==> config.mk <==
export PLATFORM = sky130hd
export DESIGN_NAME = bus_oversampler
export DESIGN_NICKNAME = d
export VERILOG_FILES = /design/src/rtl/osync_pkg.sv /design/src/rtl/osync_strobe_gen.sv /design/src/rtl/osync_sync2.sv /design/src/rtl/osync_line_fsm.sv /design/src/rtl/bus_oversampler.sv
export SDC_FILE = /design/constraint.sdc
export NUM_CORES = 1
export LEC_CHECK = 0
export BUFFER_PORTS_ARGS = -buffer_cell sky130_fd_sc_hd__buf_4
export CAP_MARGIN = 40
export CORE_MARGIN = 4
export CORE_UTILIZATION = 26
export DETAILED_ROUTE_END_ITERATION = 12
export GPL_ROUTABILITY_DRIVEN = 0
export PLACE_DENSITY = 0.49
export REMOVE_ABC_BUFFERS = 1
export SYNTH_ARGS = -nofsm -noshare
export SYNTH_HDL_FRONTEND = slang
export SYNTH_SLANG_ARGS = --single-unit
export TNS_END_PERCENT = 100
==> constraint.sdc <==
create_clock -name clk -period 3.2 [get_ports clk]
set_clock_uncertainty 0.2 [all_clocks]
set_input_delay 0.16 -clock clk [delete_from_list [all_inputs] [get_ports clk]]
set_output_delay 0.16 -clock clk [all_outputs]
set_load 0.01 [all_outputs]
==> src/rtl/osync_pkg.sv <==
package osync_pkg;

    typedef enum logic [1:0] {
        ST_LOW       = 2'd0,
        ST_LOW_PEND  = 2'd1,
        ST_HIGH      = 2'd2,
        ST_HIGH_PEND = 2'd3
    } filt_state_t;

    function automatic logic state_is_high(filt_state_t s);
        return (s == ST_HIGH) || (s == ST_HIGH_PEND);
    endfunction

endpackage

==> src/rtl/osync_strobe_gen.sv <==
module osync_strobe_gen #(
    parameter int DIV = 25
) (
    input  logic clk,
    input  logic rst,
    output logic strobe
);
    localparam int CNT_W = (DIV > 1) ? $clog2(DIV) : 1;
    localparam logic [CNT_W-1:0] LAST = CNT_W'(DIV - 1);

    logic [CNT_W-1:0] cnt;

    always_ff @(posedge clk) begin
        if (rst)
            cnt <= '0;
        else if (cnt == LAST)
            cnt <= '0;
        else
            cnt <= cnt + 1'b1;
    end

    assign strobe = (cnt == LAST);

    a_r2_cnt_wrap: assert property (@(posedge clk) disable iff (rst)
        strobe |=> (cnt == '0));
    a_r2_cnt_range: assert property (@(posedge clk) disable iff (rst)
        cnt <= LAST);
    a_r1_cnt_clear: assert property (@(posedge clk)
        rst |=> (cnt == '0));

endmodule

==> src/rtl/osync_sync2.sv <==
module osync_sync2 #(
    parameter int WIDTH = 4
) (
    input  logic             clk,
    input  logic             rst,
    input  logic [WIDTH-1:0] d_async,
    output logic [WIDTH-1:0] q_sync
);
    logic [WIDTH-1:0] meta;

    always_ff @(posedge clk) begin
        if (rst) begin
            meta   <= '0;
            q_sync <= '0;
        end else begin
            meta   <= d_async;
            q_sync <= meta;
        end
    end
endmodule

==> src/rtl/osync_line_fsm.sv <==
module osync_line_fsm
    import osync_pkg::*;
#(
    parameter bit EDGE_EN = 1'b1
) (
    input  logic clk,
    input  logic rst,
    input  logic strobe,
    input  logic smp,
    output logic level,
    output logic rise,
    output logic fall
);
    filt_state_t state, state_nxt;

    always_comb begin
        state_nxt = state;
        if (strobe) begin
            unique case (state)
                ST_LOW:       state_nxt = smp ? ST_LOW_PEND : ST_LOW;
                ST_LOW_PEND:  state_nxt = smp ? ST_HIGH     : ST_LOW;
                ST_HIGH:      state_nxt = smp ? ST_HIGH     : ST_HIGH_PEND;
                ST_HIGH_PEND: state_nxt = smp ? ST_HIGH     : ST_LOW;
            endcase
        end
    end

    // State register
    always_ff @(posedge clk) begin
        if (rst)
            state <= ST_LOW;
        else
            state <= state_nxt;
    end

    // Output register
    always_ff @(posedge clk) begin
        if (rst) begin
            level <= 1'b0;
            rise  <= 1'b0;
            fall  <= 1'b0;
        end else begin
            level <= state_is_high(state_nxt);
            rise  <= EDGE_EN && strobe && (state == ST_LOW_PEND)  && smp;
            fall  <= EDGE_EN && strobe && (state == ST_HIGH_PEND) && !smp;
        end
    end

    a_r5_rise_single: assert property (@(posedge clk) disable iff (rst)
        rise |=> !rise);
    a_r5_rise_with_level: assert property (@(posedge clk) disable iff (rst)
        rise |-> (level && !$past(level)));
    a_r6_fall_single: assert property (@(posedge clk) disable iff (rst)
        fall |=> !fall);
    a_r6_fall_with_level: assert property (@(posedge clk) disable iff (rst)
        fall |-> (!level && $past(level)));
    a_r2_change_on_strobe: assert property (@(posedge clk) disable iff (rst)
        !$stable(level) |-> $past(strobe));
    a_r1_level_clear: assert property (@(posedge clk)
        rst |=> (!level && !rise && !fall));

endmodule

==> src/rtl/bus_oversampler.sv <==
module bus_oversampler #(
    parameter int             WIDTH     = 4,
    parameter int             DIV       = 25,
    parameter logic [WIDTH-1:0] EDGE_MASK = '1
) (
    input  logic             clk,
    input  logic             rst,
    input  logic [WIDTH-1:0] pins_raw,
    output logic [WIDTH-1:0] level_o,
    output logic [WIDTH-1:0] rise_o,
    output logic [WIDTH-1:0] fall_o
);
    logic             strobe;
    logic [WIDTH-1:0] pins_sync;

    osync_strobe_gen #(.DIV(DIV)) u_strobe (
        .clk    (clk),
        .rst    (rst),
        .strobe (strobe)
    );

    osync_sync2 #(.WIDTH(WIDTH)) u_sync (
        .clk     (clk),
        .rst     (rst),
        .d_async (pins_raw),
        .q_sync  (pins_sync)
    );

    for (genvar g = 0; g < WIDTH; g++) begin : g_line
        osync_line_fsm #(.EDGE_EN(EDGE_MASK[g])) u_fsm (
            .clk    (clk),
            .rst    (rst),
            .strobe (strobe),
            .smp    (pins_sync[g]),
            .level  (level_o[g]),
            .rise   (rise_o[g]),
            .fall   (fall_o[g])
        );
        if (!EDGE_MASK[g]) begin : g_quiet
            a_r7_masked_quiet: assert property (@(posedge clk) disable iff (rst)
                $rose(level_o[g]) |-> !rise_o[g]);
        end
    end

endmodule

=== After elaboration in Yosys (flattened, before gate mapping) ===
Cells that the tools add are included.

* Logic and storage cells: 94
* Bits of input ports: 6
* Memories kept: 0
* Bits in latches: 0
* Flip-flop bits (word level): 33
* Memory bits (read-only): 0
* Bits in writable memories: 0

* $lt $le $gt $ge: 0
* $add $sub $neg: 1
* Divide/modulo/power cells: 0
* Bitwise gates (word level): 0
* Shifts and indexed selects: 0
* Reductions and logical operators: 33
* Muxes and demuxes: 20
* Equality and inequality tests: 21
* $mul: 0

{| class="wikitable"
|+ Operators with widths
! cell !! count
|-
| 2-bit == test (second input constant) || 16
|-
| 2-bit case mux with 3 select lines || 4
|-
| 1-bit logical AND || 16
|-
| 2-bit 2-to-1 mux || 8
|-
| 2-bit OR reduction || 5
|-
| 2-bit by 1-bit == test with 1-bit output (second input constant) || 4
|-
| 2-bit logical NOT || 4
|-
| 1-bit 2-to-1 mux || 8
|-
| 5-bit by 1-bit adder with 5-bit output (second input constant) || 1
|-
| 5-bit == test (second input constant) || 1
|-
| 1-bit logical NOT || 4
|-
| 1-bit logical OR || 4
|}

=== Longest topological paths before layout ===
* Depth after elaboration: 6
* Depth in mapped cells: 6

=== Hierarchy ===
Synthesis repeated with hierarchy kept, for this count alone.

* Cell total of the unflattened synthesis: 103
* Area, all modules: 1186.1 µm²

{| class="wikitable"
|+ By module, submodules not included
! module !! times used !! sequential area each (µm²) !! area each (µm²) !! cells each
|-
| osync_line_fsm || 4 || 100.1 || 176.4 || 16
|-
| osync_strobe_gen || 1 || 100.1 || 270.3 || 23
|-
| osync_sync2 || 1 || 160.2 || 210.2 || 16
|}

=== Worst setup path before layout ===
OpenSTA, ideal clock, no wires.

* Kind: flip-flop to flip-flop
* Start point: register u_strobe.cnt[0]
* End point: register g_line[0].u_fsm.state[0]
* Library setup time: 0.128 ns
* Arrival time: 1.096 ns
* Setup slack: 1.775 ns
* Period minus slack after synthesis: 1.425 ns
* Data required time: 2.872 ns
* Cell stages (with the launch flop): 7
* Cell sequence: dfxtp_1 inv_1 ha_1 and4b_4 buf_6 nand3_1 a21oi_1

* Longest elaborated chain between the ends: 2

{| class="wikitable"
|+ RTL lines
! item !! line !! RTL
|-
| start, declared || osync_strobe_gen.sv:11 || <nowiki>logic [CNT_W-1:0] cnt;</nowiki>
|-
| start signal, assigned || osync_strobe_gen.sv:19 || <nowiki>cnt <= cnt + 1'b1;</nowiki>
|-
| 5-bit == test || osync_strobe_gen.sv:22 || <nowiki>assign strobe = (cnt == LAST);</nowiki>
|-
| 2-bit 2-to-1 mux || osync_line_fsm.sv:18 || <nowiki>if (strobe) begin</nowiki>
|-
| end signal, assigned || osync_line_fsm.sv:33 || <nowiki>state <= state_nxt;</nowiki>
|-
| end, declared || osync_line_fsm.sv:14 || <nowiki>filt_state_t state, state_nxt;</nowiki>
|}

No other way between the ends.
A chain may end at the register's enable or synchronous reset.

=== Worst setup path after layout ===
* Start point: register u_strobe.cnt[0]
* End point: register g_line[0].u_fsm.level

* Longest elaborated chain between the ends: 4

{| class="wikitable"
|+ RTL lines
! item !! line !! RTL
|-
| 5-bit == test (*) || osync_strobe_gen.sv:22 ||
|-
| 2-bit 2-to-1 mux (*) || osync_line_fsm.sv:18 ||
|-
| 2-bit == test || osync_pkg.sv:11 || <nowiki>return (s == ST_HIGH) || (s == ST_HIGH_PEND);</nowiki>
|-
| 1-bit logical OR (*) || osync_pkg.sv:11 ||
|-
| end signal, assigned || osync_line_fsm.sv:43 || <nowiki>level <= state_is_high(state_nxt);</nowiki>
|-
| end, declared || osync_line_fsm.sv:10 || <nowiki>output logic level,</nowiki>
|}

Mark *: on every way between the ends. The rest lies on a longest branch, timed or not.

==> run metrics <==
# port buffers 17; worst-path maximum fanout 12; initial antenna violation count 0; synthesized area 1260 um2; most common flop cell mapped by yosys dfxtp_1; xor/xnor share of the synthesized area 4.15%; fin crit share 47.6%; clk root buf clkbuf_8; Worst Path Arrival 1.53 ns; drt wl/cell 10.1 um; via count 808; Placed Area 1350 um2; Initial Utilization 26.8%; worst vdd ir 129 uV; post-synth top area cell dfxtp_1; grt ovf 0; worst r2r path cells 5; total power 737 uW; largest net degree at the start of global routing 27; Synth cell types 24; Placed Cells 188; worst-margin pin slew 0.261 ns; Worst-Skew Late Latency 0.28 ns; WS Path Type reg2reg; reg-to-reg endpoint g_line[0].u_fsm.level$_SDFF_PP0_; Final setup viols 0; Hold Fails Final Rpt 0; Remaining DRCs 0; Async SR Flop Fraction 0%; P&R area growth vs syn 16.2%; Rows 25; Clock Sinks 33; total CTS buffers 5; hold_ws 0.0370 ns; Final HPWL DP 1.44 mm; power per standard cell area 501 nW/um2; synthesized flop and latch total 33; Gate Count Post-Synth 120; hold worst-path end u_sync.meta[2]$_SDFF_PP0_; Layout Cells excl Fill 200; share of cells above drive strength 1 20.3%; first-pass GRT wire length 3.69 mm; drt via density 4.04; CTS tree built; CTS H-Tree Depth 2; Synth Area in Compound Gates 7.22%; Period minus WS final 1.52 ns; diode count 0; filler instances 493; final instance area 1470 um2; post-layout util 31.1%; Slew Viols, Final 0; top-area cell type share of the netlist area 52.2%; clock transition at the registers of the reported paths 0.06 ns; Crit. End Element flop; RSZ-0062 raised after global routing no; R2R Path Start u_strobe.cnt[0]$_SDFF_PP0_; initial DRC count 43; post-synthesis sequential area ratio 52.2%; PnR worst setup slack 1.68 ns; Yosys Warn Count 0; Mean Syn Cell Area 10.5 um2; status complete, no violations; worst slack, placed 1.67 ns; worst hold start rst; Layout Nets 140; Post-synth EDFFs 0; I/O pin total 18; simple-gate portion of the synthesized area 22.7%; reg2reg setup slack 1.68 ns; Slew headroom 82.6%; FMAX 0.656 GHz; Die W 77.8 um; post-route setup TNS 0 ns; Max clock buf depth 2; WL final 2.03 mm; die height 77.8 um; post-synthesis mux area share 0%; Synth Area in Adders 1.98%; worst hold path cell count 2; combinational family with the most area after synthesis simple AND/OR/NAND/NOR gates; max-cap violations 0; Critical Path RT 3.21 ns; Antenna Violating Nets Remaining 0; vias in the first global route 802; drt first pass iters 4; dominant cells by area after synthesis dfxtp_1, buf_4, and4b_1; Tot GR Track Use 8.00%; static leakage 0.595 nW; core area 4720 um2; top-count cell post-synth dfxtp_1; die area 6050 um2; top cells by count, synth dfxtp_1, a21oi_1, buf_4; critical path startpoint category flop; hold crit path type in2reg
-- cells by family (layout without fill, tap and decap cells) --
family / Yosys count / count (layout)
flops: 33 / 33
compound gates: 18 / 18
fa+ha+maj: 2 / 2
buf+inv: 22 / 35
xor+xnor: 6 / 6
simple gates: 39 / 39
-- where the power goes --
| part | switching [mW] | leakage, nW | internal, mW |
|---|---|---|---|
| Sequential | 0.00624 | 0.268 | 0.419 |
| Clock | 0.130 | 0.0395 | 0.154 |
| Combinational | 0.0118 | 0.288 | 0.0162 |
| Total | 0.148 | 0.595 | 0.589 |
-- layer usage --
metal  GRT usage (%)  share of wire (%)  wire length [um]  up-vias
li1                -                  -                 -      420
met1            8.45                 46               931      364
met2            12.8                 46               934       22
met3            4.18                6.6               134        2
met4            4.27                1.3                26        0
met5               0                  0                 0        -
-- cells in the final DEF (no fill, tap or decap) --
master and n:
and4b_1 8, a21oi_1 12, clkbuf_8 5, nor3_1 3, nor3b_1 1, nand4b_4 1
nand4b_1 1, dfxtp_1 33, and4b_4 1, a31oi_1 1, nand2_1 5, dlygate4sd3_1 4
xor2_1 5, o21ai_0 5, nor2_2 1, clkbuf_1 3, inv_1 6, ha_1 2
xnor2_1 1, nand3b_1 1, buf_4 17, nand3_2 2, nor2b_1 8, nand3_1 7
-- how the worst max path moves through the flow --
| stage | start | endpoint | slack, ns |
|---|---|---|---|
| 6_report | u_strobe.cnt[0]$_SDFF_PP0_ | g_line[0].u_fsm.level$_SDFF_PP0_ | 1.68 |
| 5_1_grt | u_strobe.cnt[0]$_SDFF_PP0_ | g_line[1].u_fsm.fall$_SDFF_PP0_ | 1.49 |
| 4_1_cts | u_strobe.cnt[0]$_SDFF_PP0_ | g_line[0].u_fsm.fall$_SDFF_PP0_ | 1.65 |
| 3_3_place_gp | u_strobe.cnt[0]$_SDFF_PP0_ | g_line[2].u_fsm.level$_SDFF_PP0_ | 1.68 |
| 2_1_floorplan | u_strobe.cnt[0]$_SDFF_PP0_ | g_line[0].u_fsm.level$_SDFF_PP0_ | 1.81 |
| 3_5_place_dp | u_strobe.cnt[0]$_SDFF_PP0_ | g_line[0].u_fsm.fall$_SDFF_PP0_ | 1.67 |
-- cell type report --
class	count	area, um2	share of cell area (%)
Sequential cell	33	661	44.9
Timing Repair Buffer	21	168	11.4
Multi-Input combinational cell	65	455	31.0
Tap cell	67	83.8	5.70
Inverter	6	22.5	1.53
Clock buffer	8	80.1	5.45
-- flip-flops by register name, indices dropped and copies added (netlist names) --
signal and cells:
g_line.u_fsm.state 8, u_strobe.cnt 5, g_line.u_fsm.fall 4, g_line.u_fsm.level 4, g_line.u_fsm.rise 4, u_sync.meta 4
u_sync.q_sync 4
-- timing repair --
action	in CTS	in global routing
hold buffers	4	0
endpoints found under the hold margin	4	0
setup endpoints to repair	0	0
buffers inserted	0	0
resized for setup	0	0
-- critical path, cell delays in order (launching register included) --
cell     delay [ns]
dfxtp_1        0.33
inv_1          0.06
ha_1           0.22
and4b_4        0.38
nand3_1        0.12
a21oi_1        0.13
No activity file was read; power rests on OpenSTA's default activity.
